==> config.mk <==
export PLATFORM = sky130hd
export DESIGN_NAME = bcd_rtc_counter
export DESIGN_NICKNAME = d
export VERILOG_FILES = /design/src/rtl/rtc_pkg.sv /design/src/rtl/rtc_bcd_wrap.sv /design/src/rtl/rtc_hour_step.sv /design/src/rtl/rtc_month_len.sv /design/src/rtl/bcd_rtc_counter.sv
export SDC_FILE = /design/constraint.sdc
export NUM_CORES = 1
export LEC_CHECK = 0
export BUFFER_PORTS_ARGS = -buffer_cell sky130_fd_sc_hd__buf_2
export CORE_ASPECT_RATIO = 2
export CORE_MARGIN = 10
export CORE_UTILIZATION = 50
export DETAILED_ROUTE_END_ITERATION = 7
export GPL_TIMING_DRIVEN = 0
export PLACE_DENSITY = 0.68
export SETUP_SLACK_MARGIN = 0.5
export SLEW_MARGIN = 20
export SYNTH_ARGS = -nofsm -noshare
export SYNTH_HDL_FRONTEND = slang
export SYNTH_HIERARCHICAL = 1
export SYNTH_SLANG_ARGS = --single-unit
==> constraint.sdc <==
create_clock -name clk_i -period 10.5 [get_ports clk_i]
set_clock_uncertainty 0.15 [all_clocks]
set_input_delay 1.05 -clock clk_i [delete_from_list [all_inputs] [get_ports clk_i]]
set_output_delay 1.05 -clock clk_i [all_outputs]
set_load 0.1 [all_outputs]
==> src/rtl/rtc_pkg.sv <==
package rtc_pkg;
  localparam int unsigned DW     = 8;
  localparam int unsigned AW     = 3;
  localparam int unsigned NFIELD = 7;

  typedef enum logic [AW-1:0] {
    F_SEC  = 3'd0,
    F_MIN  = 3'd1,
    F_HOUR = 3'd2,
    F_DOW  = 3'd3,
    F_DATE = 3'd4,
    F_MON  = 3'd5,
    F_YEAR = 3'd6
  } field_e;

  function automatic logic [DW-1:0] bcd_inc(input logic [DW-1:0] v);
    if (v[3:0] >= 4'd9) return {v[7:4] + 4'd1, 4'd0};
    return {v[7:4], v[3:0] + 4'd1};
  endfunction

  function automatic logic [6:0] bcd_to_bin(input logic [DW-1:0] v);
    return 7'(v[7:4]) * 7'd10 + 7'(v[3:0]);
  endfunction

  function automatic logic [DW-1:0] field_mask(input int unsigned idx);
    case (idx)
      int'(F_DOW):  return 8'h07;
      int'(F_DATE): return 8'h3F;
      int'(F_MON):  return 8'h1F;
      int'(F_YEAR): return 8'hFF;
      default:      return 8'h7F;
    endcase
  endfunction

  function automatic logic [DW-1:0] field_rst(input int unsigned idx);
    if (idx == int'(F_DOW) || idx == int'(F_DATE) || idx == int'(F_MON)) return 8'h01;
    return 8'h00;
  endfunction
endpackage

==> src/rtl/rtc_bcd_wrap.sv <==
module rtc_bcd_wrap
  import rtc_pkg::*;
(
  input  logic          en_i,
  input  logic [DW-1:0] val_i,
  input  logic [DW-1:0] lo_i,
  input  logic [DW-1:0] hi_i,
  output logic [DW-1:0] nxt_o,
  output logic          wrap_o
);
  // >= so an out-of-range load still returns to the low bound
  assign wrap_o = en_i && (val_i >= hi_i);

  always_comb begin
    nxt_o = val_i;
    if (en_i) nxt_o = (val_i >= hi_i) ? lo_i : bcd_inc(val_i);
  end
endmodule

==> src/rtl/rtc_hour_step.sv <==
module rtc_hour_step (
  input  logic       en_i,
  input  logic [6:0] hour_i,
  output logic [6:0] hour_o,
  output logic       day_o
);
  logic       mode12;
  logic       pm;
  logic [4:0] h12_inc;
  logic [5:0] h24_inc;

  assign mode12 = hour_i[6];
  assign pm     = hour_i[5];

  assign h12_inc = (hour_i[3:0] >= 4'd9) ? {hour_i[4] + 1'b1, 4'd0}
                                         : {hour_i[4], hour_i[3:0] + 4'd1};
  assign h24_inc = (hour_i[3:0] >= 4'd9) ? {hour_i[5:4] + 2'd1, 4'd0}
                                         : {hour_i[5:4], hour_i[3:0] + 4'd1};

  always_comb begin
    hour_o = hour_i;
    day_o  = 1'b0;
    if (en_i) begin
      if (mode12) begin
        if (hour_i[4:0] == 5'h11) begin
          hour_o = {1'b1, ~pm, 5'h12};
          day_o  = pm;  // 11 PM -> 12 AM
        end else if (hour_i[4:0] >= 5'h12) begin
          hour_o = {1'b1, pm, 5'h01};
        end else begin
          hour_o = {1'b1, pm, h12_inc};
        end
      end else begin
        if (hour_i[5:0] >= 6'h23) begin
          hour_o = 7'h00;
          day_o  = 1'b1;
        end else begin
          hour_o = {1'b0, h24_inc};
        end
      end
    end
  end
endmodule

==> src/rtl/rtc_month_len.sv <==
module rtc_month_len
  import rtc_pkg::*;
(
  input  logic [DW-1:0] month_i,
  input  logic [DW-1:0] year_i,
  output logic [DW-1:0] len_o
);
  logic [6:0] year_bin;
  logic       leap;

  assign year_bin = bcd_to_bin(year_i);
  assign leap     = (year_bin[1:0] == 2'd0);

  always_comb begin
    case (month_i)
      8'h02:                      len_o = leap ? 8'h29 : 8'h28;
      8'h04, 8'h06, 8'h09, 8'h11: len_o = 8'h30;
      default:                    len_o = 8'h31;
    endcase
  end
endmodule

==> src/rtl/bcd_rtc_counter.sv <==
module bcd_rtc_counter
  import rtc_pkg::*;
(
  input  logic          clk_i,
  input  logic          rst_ni,
  input  logic          tick_i,
  input  logic          wr_en_i,
  input  logic [AW-1:0] wr_addr_i,
  input  logic [DW-1:0] wr_data_i,
  input  logic [AW-1:0] rd_addr_i,
  output logic [DW-1:0] rd_data_o
);
  logic [DW-1:0] fld_q [NFIELD];
  logic [DW-1:0] fld_n [NFIELD];
  logic [DW-1:0] mlen;
  logic          adv;
  logic          sec_wrap, min_wrap, day_carry, date_wrap, mon_wrap, year_wrap, dow_wrap;
  logic [6:0]    hour_nxt;

  // host write wins: the tick is dropped for the whole chain
  assign adv = tick_i && !wr_en_i;

  rtc_bcd_wrap u_sec (
    .en_i(adv), .val_i(fld_q[F_SEC]), .lo_i(8'h00), .hi_i(8'h59),
    .nxt_o(fld_n[F_SEC]), .wrap_o(sec_wrap)
  );

  rtc_bcd_wrap u_min (
    .en_i(sec_wrap), .val_i(fld_q[F_MIN]), .lo_i(8'h00), .hi_i(8'h59),
    .nxt_o(fld_n[F_MIN]), .wrap_o(min_wrap)
  );

  rtc_hour_step u_hour (
    .en_i(min_wrap), .hour_i(fld_q[F_HOUR][6:0]),
    .hour_o(hour_nxt), .day_o(day_carry)
  );
  assign fld_n[F_HOUR] = {1'b0, hour_nxt};

  rtc_bcd_wrap u_dow (
    .en_i(day_carry), .val_i(fld_q[F_DOW]), .lo_i(8'h01), .hi_i(8'h07),
    .nxt_o(fld_n[F_DOW]), .wrap_o(dow_wrap)
  );

  rtc_month_len u_len (
    .month_i(fld_q[F_MON]), .year_i(fld_q[F_YEAR]), .len_o(mlen)
  );

  rtc_bcd_wrap u_date (
    .en_i(day_carry), .val_i(fld_q[F_DATE]), .lo_i(8'h01), .hi_i(mlen),
    .nxt_o(fld_n[F_DATE]), .wrap_o(date_wrap)
  );

  rtc_bcd_wrap u_mon (
    .en_i(date_wrap), .val_i(fld_q[F_MON]), .lo_i(8'h01), .hi_i(8'h12),
    .nxt_o(fld_n[F_MON]), .wrap_o(mon_wrap)
  );

  rtc_bcd_wrap u_year (
    .en_i(mon_wrap), .val_i(fld_q[F_YEAR]), .lo_i(8'h00), .hi_i(8'h99),
    .nxt_o(fld_n[F_YEAR]), .wrap_o(year_wrap)
  );

  always_ff @(posedge clk_i or negedge rst_ni) begin
    if (!rst_ni) begin
      for (int i = 0; i < NFIELD; i++) fld_q[i] <= field_rst(i);
    end else begin
      for (int i = 0; i < NFIELD; i++) begin
        if (wr_en_i && wr_addr_i == AW'(i)) fld_q[i] <= wr_data_i & field_mask(i);
        else if (adv)                       fld_q[i] <= fld_n[i] & field_mask(i);
      end
    end
  end

  always_comb begin
    rd_data_o = '0;
    for (int i = 0; i < NFIELD; i++) begin
      if (rd_addr_i == AW'(i)) rd_data_o = fld_q[i];
    end
  end
endmodule

==> metrics.md, run 1 <==
| Metric | Value |
|---|---|
| Worst hold path type | `flop to flop` |
| Wire length of the first global-routing pass | `approximately 30000 um` |
| Endpoint kind of the worst setup timing path | `flop` |
| Sequence of cells on the critical path | `buf_2, nor2b_1, buf_6, buf_6, buf_1, clkbuf_1, and2_2, buf_1, clkbuf_1, and2_2, clkbuf_1, o21ai_0, a21oi_1, buf_1, clkbuf_1, and2_2, buf_1, clkbuf_1, and2_2, buf_1, clkbuf_1, o221ai_1, a22o_1, a21o_1` |
| Power density over cell area | `around 150 mW/mm2` |
| TritonCTS Sinks | `43` |
| Design internal power | `0.000570 W` |
| Largest registers ranked by flip-flop count | `fld_q: 43 flops` |
| Critical path capture point | `fld_q[2]` |
| Setup Buffers After CTS | `0` |
| Final hold slack | `0.401 ns` |
| Startpoint type of the worst setup path | `primary input` |
| Skew-Pair Late Insertion Delay | `roughly 0.29 ns` |
| Gate Count Post-Synth | `717` |
| Vias per cell | `approximately 6` |
| Residual antenna-violating net count after detailed routing | `0` |
| Req. time, crit path | `between 10 and 15 ns` |
| Leak pwr | `approximately 3.6 nW` |
| Largest register FFs | `43` |
| Summed instance area of the synthesized netlist | `roughly 0.0064 mm2` |
| Maximum number of buffers from clock root to sink | `2` |
| Hold violation total from the final report | `0` |
| Worst r2r dst | `fld_q[2]` |
| Drt first pass iters | `5` |
| R2r worst-path depth | `24` |
| Drt total wl | `17400 um` |
| Worst setup path category | `primary input to flop` |
| Via count of the first global-routing pass | `between 5000 and 6000` |
| Placed insts | `between 900 and 1000` |
| Root buffer cell | `clkbuf_16` |
| Worst path arrival time | `around 7.9 ns` |
| Combinational share of power | `0.567` |
| Total routing usage reported by global routing | `0.191` |
| Max stage delay on crit path | `~0.43 ns` |
| Setup repair after global routing missed its margin | `false` |
| Fraction of power spent switching nets | `0.474` |
| Status | `completed` |
| Global placer's final weighted congestion | `between 0.9 and 1` |
| Transition at the pin with the smallest max-transition slack | `a little over 1 ns` |
| Via count | `slightly below 6000` |
| Relative area change from synthesis to final layout | `12.7%` |
| Number of buffers created by CTS | `5` |
| Peak ir drop on the vdd network | `0.109 mV` |
| Residual DRC | `0` |
| Number of fill cells | `about 1200` |
| Number of buffers inserted by hold repair at cts | `0` |
| Slowest-stage cell, CP | `buf_1` |
| Tightest slew margin relative to the limit | `0.321` |
| Switching power | `0.000515 W` |
| Critical register-to-register path startpoint | `fld_q[48]` |
| Number of diodes | `0` |
| Core area | `0.0126 mm2` |
| Initial antenna violation count | `0` |
| I/O pin count | `26` |
| CTS tree | `yes` |
| Number of warnings reported in the yosys synthesis log | `6` |
| 1st-iter DRT viols | `just over 300` |
| Die X-Extent | `about 100 um` |
| # nets final | `around 940` |
| Initial cell density of the core | `0.511` |
| Share of final-layout standard cells stronger than drive strength 1 | `0.183` |
| Die area | `roughly 0.018 mm2` |
| Final total negative setup slack | `0 ns` |
| Average footprint of a synthesized cell | `8.99 um2` |
| Critical Path Start | `wr_en_i` |
| Hpwl dp | `~14000 um` |
| Die Y-Extent | `around 180 um` |
| Drt wl/cell | `~18 um` |
| Largest Register | `fld_q` |
| Post-cts repair resize count | `0` |
| Part of the total power dissipated in sequential elements | `0.287` |
| Maximum capacitance violations | `0` |
| Critical-path maximum fanout | `12` |
| Worst path most repeated cell | `clkbuf_1` |
| Period utilisation layout | `0.748` |
| Highest Clock Rate | `roughly 130 MHz` |
| Design Power | `0.00109 W` |
| Number of pins with negative max-slew slack in the final report | `0` |
| Number of H-tree branching levels | `2` |
| Final setup viols | `0` |
| Number of standard cells in the layout, taps in and fillers out | `995` |
| Pin count of the biggest net entering global routing | `44` |
| Congestion Overflow GR | `0` |
| Port buffer count | `25` |
| Clock-pin transition on the worst setup and hold timing paths | `around 0.06 ns` |
| Setup slack of the most critical reg-to-reg path | `roughly 3.4 ns` |
| Final Critical Period | `7.85 ns` |
| Part of the total power dissipated in the clock network | `0.145` |
| Number of placement rows | `58` |
==> power by group through the flow <==
stage                     Clock (W)  Sequential (W)  Combinational, W
after global routing       0.000167        0.000322          0.000680
after floorplan                   0        0.000272          0.000498
after global placement            0        0.000310          0.000585
after detailed placement          0        0.000314          0.000606
final                      0.000158        0.000312          0.000616
after CTS                  0.000160        0.000311          0.000610
==> stage by stage <==
stage                     instance area (um2)  utilization  setup WS (ns)
after floorplan                          6800            -           4.15
after global placement                   7120        0.564           2.58
after detailed placement                 7120        0.564           2.50
after CTS                                7270        0.575           2.78
after global routing                     7270        0.575           1.95
final                                    7270        0.575           2.65
==> routing by layer <==
layer,vias up,wire length [um],GRT usage
li1,2868,-,-
met1,2880,6630,0.202
met2,144,9630,0.364
met3,31,574,0.0177
met4,0,585,0.0801
met5,-,0,0
==> worst min-delay path by stage <==
stage,from,endpoint,slack (ns),cells past startpoint
after floorplan,fld_q[35],fld_q[35],0.34,1
after global placement,fld_q[34],fld_q[34],0.37,1
after detailed placement,fld_q[34],fld_q[34],0.38,1
after CTS,fld_q[34],fld_q[34],0.39,1
after global routing,fld_q[35],fld_q[35],0.41,1
final,fld_q[34],fld_q[34],0.40,1
==> cells in the final DEF (no fill, tap or decap), drive strengths merged, types with 28 or more instances in the layout <==
cell type,n
a21o,49
inv,78
dfrtp,40
buf,53
nor2b,29
nor3,28
conb,99
nand2,45
a22o,44
ha,77
nor2,29
==> area by class of cell <==
| class | count | area [um2] | share of cell area |
|---|---|---|---|
| plain buffers | 35 | 248 | 0.0341 |
| clock buffers | 5 | 125 | 0.0172 |
| inverters | 77 | 289 | 0.0398 |
| flip-flops and latches | 43 | 1080 | 0.149 |
| well taps | 150 | 188 | 0.0258 |
| multi-input cells | 657 | 5190 | 0.714 |
| clock inverters | 3 | 23.8 | 0.00327 |
| repair buffers | 25 | 125 | 0.0172 |
==> worst max-delay path: cells and delay by family <==
family / cells / cell delay (ns)
AO/OA/AOI/OAI: 5 / 1.12
buffers and inverters: 14 / 4.56
AND/OR/NAND/NOR: 5 / 1.13
(Power assumes the default switching activity.)
==> inputs of run 2 (changes only) <==
==> constraint.sdc (replaced) <==
create_clock -name clk_i -period 7.7 [get_ports clk_i]
set_clock_uncertainty 0.15 [all_clocks]
set_input_delay 0.77 -clock clk_i [delete_from_list [all_inputs] [get_ports clk_i]]
set_output_delay 0.77 -clock clk_i [all_outputs]
set_load 0.1 [all_outputs]
==> metrics.md, run 2 (synthesis gave the netlist of run 1 again) <==
| Metric | Value |
|---|---|
| Hold violation total from the final report | `0 (unchanged)` |
| 1st-iter DRT viols | `317 (+4.6%)` |
| Residual DRC | `0 (unchanged)` |
| Die area | `0.0181 mm2 (unchanged)` |
| Drt first pass iters | `5 (unchanged)` |
| Critical-path maximum fanout | `12 (unchanged)` |
| Worst setup path category | `primary input to flop` |
| Commonest non-fill, non-tap cells in the layout | `conb_1, inv_1, ha_1` |
| Setup Buffers After CTS | `0 (unchanged)` |
| Req. time, crit path | `7.73 ns (-2.80 ns)` |
| Congestion Overflow GR | `0 (unchanged)` |
| Die X-Extent | `100 um (unchanged)` |
| Hold Crit Endpoint | `fld_q[34]` |
| Critical register-to-register path startpoint | `fld_q[48]` |
| Relative area change from synthesis to final layout | `12.9%` |
| Worst path arrival time | `6.46 ns (-1.42 ns)` |
| Core area | `0.0126 mm2 (unchanged)` |
| I/O pin count | `26 (unchanged)` |
| Maximum number of buffers from clock root to sink | `2 (unchanged)` |
| Leak pwr | `3.62 nW (+0.60%)` |
| Power density over cell area | `204 mW/mm2 (+36%)` |
| Share of final-layout standard cells stronger than drive strength 1 | `0.192 (+0.00828)` |
| Max stage delay on crit path | `0.37 ns (-0.06 ns)` |
| Setup repair after global routing missed its margin | `false` |
| Largest registers ranked by flip-flop count | `fld_q: 43 flops` |
| Number of buffers created by CTS | `5 (unchanged)` |
| Design Power | `0.00148 W (+36%)` |
| Clock-pin transition on the worst setup and hold timing paths | `0.06 ns (about the same)` |
| Worst Path Buf+Inv | `14 (unchanged)` |
| Initial antenna violation count | `0 (unchanged)` |
| Startpoint type of the worst setup path | `primary input` |
| Maximum capacitance violations | `0 (unchanged)` |
| Via count | `5878 (-0.76%)` |
| Start point of the worst hold path | `fld_q[34]` |
| Die Y-Extent | `181 um (unchanged)` |
| Port buffer count | `25 (unchanged)` |
| CTS tree | `yes` |
| Largest register FFs | `43 (unchanged)` |
| Final hold slack | `0.399 ns (-0.00139 ns)` |
| Total routing usage reported by global routing | `0.191 (unchanged)` |
| Sequence of cells on the critical path | `buf_2, nor2b_1, buf_6, buf_6, clkbuf_2, clkbuf_2, and2_2, buf_2, clkbuf_1, and2_2, clkbuf_2, o21ai_0, a21oi_2, buf_2, clkbuf_1, and2_2, buf_1, clkbuf_1, and2_2, clkbuf_2, clkbuf_1, o221ai_1, a22o_1, a21o_1` |
| Status | `completed` |
| Worst hold path type | `flop to flop` |
| Largest Register | `fld_q` |
| Residual antenna-violating net count after detailed routing | `0 (unchanged)` |
| Transition at the pin with the smallest max-transition slack | `0.995 ns (-0.0226 ns)` |
| Vias per cell | `5.91 (-0.76%)` |
| Slowest-stage cell, CP | `clkbuf_1` |
| Tightest slew margin relative to the limit | `0.336 (+0.0151)` |
| Number of pins with negative max-slew slack in the final report | `0 (unchanged)` |
| Worst hold path depth | `1 (unchanged)` |
| Root buffer cell | `clkbuf_16` |
| Final setup viols | `0 (unchanged)` |
| Number of buffers inserted by hold repair at cts | `0 (unchanged)` |
| Number of placement rows | `58 (unchanged)` |
| Initial cell density of the core | `0.511 (unchanged)` |
| Period utilisation layout | `0.835` |
| Skew-Pair Late Insertion Delay | `0.29 ns (about the same)` |
| R2r worst-path depth | `24 (unchanged)` |
| Global placer's final weighted congestion | `0.919 (unchanged)` |
| Number of standard cells in the layout, taps in and fillers out | `995 (unchanged)` |
| Setup slack of the most critical reg-to-reg path | `1.41 ns (-1.97 ns)` |
| Number of diodes | `0 (unchanged)` |
| Peak ir drop on the vdd network | `0.148 mV (+36%)` |
| Hpwl dp | `14300 um (unchanged)` |
| Wire length of the first global-routing pass | `29200 um (unchanged)` |
| Highest Clock Rate | `156 MHz` |
| Final Critical Period | `between 6 and 7 ns` |
| Worst r2r dst | `fld_q[2]` |
| TritonCTS Sinks | `43 (unchanged)` |
| Most common cell after layout, fill and taps aside | `conb_1` |
| Pin count of the biggest net entering global routing | `44 (unchanged)` |
| Worst path top cell family by delay | `buffers and inverters` |
| Drt wl/cell | `17.5 um (about the same)` |
| Via count of the first global-routing pass | `5987 (unchanged)` |
| # nets final | `939 (unchanged)` |
| Endpoint kind of the worst setup timing path | `flop` |
| Critical Path Start | `wr_en_i` |
| Drt total wl | `17400 um (about the same)` |
| Number of H-tree branching levels | `2 (unchanged)` |
| Placed insts | `987 (unchanged)` |
| Post-cts repair resize count | `2 (+2)` |
| Final core occ | `0.576 (+0.000892)` |
==> run 2: cell count changes in the layout (fill, tap and decap cells not counted) <==
cell	previous run	this run
a21oi_1	8	7
a21oi_2	0	1
buf_1	6	2
buf_2	28	30
clkbuf_1	7	5
clkbuf_2	0	4
==> run 2: worst max-delay path by stage <==
| stage | end | cells past startpoint |
|---|---|---|
| after global placement | fld_q[3] | 25 |
| final | fld_q[2] | 24 |
| after global routing | fld_q[3] | 25 |
| after CTS | fld_q[3] | 25 |
| after detailed placement | fld_q[3] | 25 |
| after floorplan | fld_q[3] | 24 |
==> run 2: cell type report <==
cell class	count	area, um2
clock inverter	3	23.8
tap	150	188
fill	1178	5350
inverter	77	289
sequential	43	1080
timing repair buffer	25	125
clock buffer	5	125
multi-input combinational	657	5190
buffer	35	255
==> run 2: through the flow <==
step / TNS [ns] / cell area (um2) / setup WS (ns)
after floorplan: 0 / 6800 / 1.63
after global placement: 0 / 7120 / 0.0582
after detailed placement: -0.0163 / 7120 / -0.0163
after CTS: 0 / 7270 / 0.588
after global routing: 0 / 7280 / 0.712
final: 0 / 7280 / 1.27
==> run 2: where the power goes <==
part	internal, W	switching (W)	leakage, nW
clock network	0.000121	0.0000938	0.0664
registers	0.000288	0.000137	0.539
logic	0.000369	0.000472	3.01
total	0.000778	0.000703	3.62
==> run 2: worst register-to-register path: cells and delay by family (launching register included) <==
| family | cells | cell delay (ns) |
|---|---|---|
| adder cells (fa/ha/maj) | 1 | 0.30 |
| AND/OR/NAND/NOR | 6 | 1.30 |
| buffers and inverters | 10 | 2.80 |
| flip-flops | 1 | 0.47 |
| AO/OA/AOI/OAI | 7 | 1.20 |
==> run 2: per-layer routing <==
metal	GRT usage	wire length (um)	share of wire
met3	0.0177	497	0.029
met5	0	0	0
met2	0.364	9590	0.55
met4	0.0801	569	0.033
met1	0.202	6780	0.39
==> inputs of run 3 (changes only) <==
--- a/config.mk
+++ b/config.mk
@@ -5,6 +5,7 @@
 export SDC_FILE = /design/constraint.sdc
 export NUM_CORES = 1
 export LEC_CHECK = 0
+export ABC_AREA = 1
 export BUFFER_PORTS_ARGS = -buffer_cell sky130_fd_sc_hd__buf_2
 export CORE_ASPECT_RATIO = 2
 export CORE_MARGIN = 10
==> constraint.sdc (replaced) <==
create_clock -name clk_i -period 6.22 [get_ports clk_i]
set_clock_uncertainty 0.15 [all_clocks]
set_input_delay 0.622 -clock clk_i [delete_from_list [all_inputs] [get_ports clk_i]]
set_output_delay 0.622 -clock clk_i [all_outputs]
set_load 0.1 [all_outputs]
==> metrics.md, run 3 <==
| Metric | Value |
|---|---|
| Setup slack of the most critical reg-to-reg path | `2.38 ns (+0.97 ns)` |
| Global placer's final weighted congestion | `0.886 (-3.6%)` |
| Number of placement rows | `59 (+1.7%)` |
| Critical-path maximum fanout | `10 (-2)` |
| Power density over cell area | `232 mW/mm2 (+14%)` |
| Maximum number of buffers from clock root to sink | `2 (unchanged)` |
| Die X-Extent | `101 um (+0.89%)` |
| Peak ir drop on the vdd network | `0.173 mV (+17%)` |
| Residual DRC | `0 (unchanged)` |
| Via count of the first global-routing pass | `6377 (+6.5%)` |
| Number of buffers created by CTS | `5 (unchanged)` |
| Die Y-Extent | `182 um (+0.99%)` |
| Number of diodes | `0 (unchanged)` |
| Tightest slew margin relative to the limit | `0.354 (+0.0180)` |
| Port buffer count | `23 (-8.0%)` |
| Via count | `6618 (+13%)` |
| Drt total wl | `16600 um (-4.5%)` |
| Max stage delay on crit path | `0.49 ns (+0.12 ns)` |
| Worst setup path category | `flop to flop` |
| Number of standard cells in the layout, taps in and fillers out | `1359 (+37%)` |
| Drt first pass iters | `5 (unchanged)` |
| Die area | `0.0185 mm2 (+1.9%)` |
| Setup repair after global routing missed its margin | `false` |
| Relative area change from synthesis to final layout | `12.2%` |
| Pin count of the biggest net entering global routing | `44 (unchanged)` |
| Wire length of the first global-routing pass | `28500 um (-2.4%)` |
| Vias per cell | `4.87 (-18%)` |
| I/O pin count | `26 (unchanged)` |
| Leak pwr | `4.14 nW (+14%)` |
| # nets final | `1301 (+39%)` |
| Number of pins with negative max-slew slack in the final report | `0 (unchanged)` |
| Endpoint kind of the worst setup timing path | `flop` |
| Worst r2r dst | `fld_q[5]` |
| CTS tree | `yes` |
| Setup Buffers After CTS | `0 (unchanged)` |
| Hold violation total from the final report | `0 (unchanged)` |
| 1st-iter DRT viols | `298 (-6.0%)` |
| Residual antenna-violating net count after detailed routing | `0 (unchanged)` |
| Skew-Pair Late Insertion Delay | `0.29 ns (about the same)` |
| Final Critical Period | `approximately 3.8 ns` |
| Period utilisation layout | `0.617` |
| Transition at the pin with the smallest max-transition slack | `0.968 ns (-0.0270 ns)` |
| Largest registers ranked by flip-flop count | `fld_q: 43 flops` |
| Number of fill cells | `1399 (+19%)` |
| Depth of the critical timing path with buffers and inverters included | `27 (+13%)` |
| Largest register FFs | `43 (unchanged)` |
| Startpoint type of the worst setup path | `flop` |
| Worst path arrival time | `3.84 ns (-2.62 ns)` |
| Worst path top cell family by delay | `simple AND/OR/NAND/NOR gates` |
| Average footprint of a synthesized cell | `6.10 um2 (-32%)` |
| Highest Clock Rate | `roughly 260 MHz` |
| Drt wl/cell | `12.2 um (-30%)` |
| Share of final-layout standard cells stronger than drive strength 1 | `0.118 (-0.0732)` |
| Congestion Overflow GR | `0 (unchanged)` |
| Root buffer cell | `clkbuf_16` |
| Req. time, crit path | `6.23 ns (-1.50 ns)` |
| Summed instance area of the synthesized netlist | `0.00659 mm2 (+2.2%)` |
| Worst Path Buf+Inv | `9 (-5)` |
| Hpwl dp | `13600 um (-4.7%)` |
| TritonCTS Sinks | `43 (unchanged)` |
| Number of buffers inserted by hold repair at cts | `0 (unchanged)` |
| Worst hold path type | `primary input to async pin` |
| Slowest-stage cell, CP | `dfrtp_1` |
| Core area | `0.0130 mm2 (+2.9%)` |
| Final setup viols | `0 (unchanged)` |
| Most common cell after layout, fill and taps aside | `nand2_1` |
| Initial cell density of the core | `0.507 (-0.00328)` |
| R2r worst-path depth | `27 (+13%)` |
| Number of H-tree branching levels | `2 (unchanged)` |
| Placed insts | `1351 (+37%)` |
| Initial antenna violation count | `0 (unchanged)` |
| Largest Register | `fld_q` |
| Total routing usage reported by global routing | `0.184 (-0.00735)` |
| Maximum capacitance violations | `0 (unchanged)` |
| Gate Count Post-Synth | `1080 (+51%)` |
| Clock-pin transition on the worst setup and hold timing paths | `0.06 ns (about the same)` |
| Final total negative setup slack | `0 ns (unchanged)` |
| Number of warnings reported in the yosys synthesis log | `6 (unchanged)` |
| Status | `completed` |
| Critical register-to-register path startpoint | `fld_q[48]` |
| Post-cts repair resize count | `0 (-2)` |
| Commonest non-fill, non-tap cells in the layout | `nand2_1, inv_1, nand3_1` |
run 3: layout make-up:
cell class | count | area (um2) | area share
Clock inverter | 1 | 5.00 | 0.000677
Clock buffer | 7 | 133 | 0.0179
Inverter | 221 | 830 | 0.112
Tap cell | 152 | 190 | 0.0257
Timing Repair Buffer | 23 | 115 | 0.0156
Sequential cell | 43 | 1080 | 0.146
Multi-Input combinational cell | 880 | 4790 | 0.648
Buffer | 32 | 253 | 0.0342
run 3: power by group:
| group | leakage, nW | total [W] | switching (W) | internal [W] |
|---|---|---|---|---|
| Sequential | 0.536 | 0.000511 | 0.000164 | 0.000347 |
| Combinational | 3.53 | 0.000953 | 0.000587 | 0.000366 |
| Clock | 0.0679 | 0.000253 | 0.000105 | 0.000148 |
| Total | 4.14 | 0.00172 | 0.000856 | 0.000861 |
run 3: per-stage QoR:
stage / util / hold slack (ns) / cell area (um2) / power, W / setup slack (ns)
2_1_floorplan: - / 0.176 / 6950 / 0.00124 / 2.94
3_3_place_gp: 0.559 / 0.367 / 7260 / 0.00145 / 2.24
3_5_place_dp: 0.559 / 0.383 / 7260 / 0.00147 / 2.21
4_1_cts: 0.569 / 0.384 / 7390 / 0.00172 / 2.33
5_1_grt: 0.569 / 0.418 / 7390 / 0.00189 / 2.08
6_report: 0.569 / 0.342 / 7390 / 0.00172 / 2.38
run 3: worst max-delay path by stage:
stage                    to          from  slack (ns)
3_5_place_dp       fld_q[5]       wr_en_i        2.21
4_1_cts            fld_q[5]     fld_q[48]        2.33
3_3_place_gp       fld_q[5]       wr_en_i        2.24
5_1_grt            fld_q[5]     fld_q[48]        2.08
2_1_floorplan  rd_data_o[6]  rd_addr_i[0]        2.94
6_report           fld_q[5]     fld_q[48]        2.38
run 3: metal layers:
metal,share of wire,up-vias,global-route usage
li1,-,3501,-
met1,0.39,2960,0.198
met2,0.55,127,0.359
met3,0.036,30,0.0189
met4,0.023,0,0.0465
met5,0,-,0
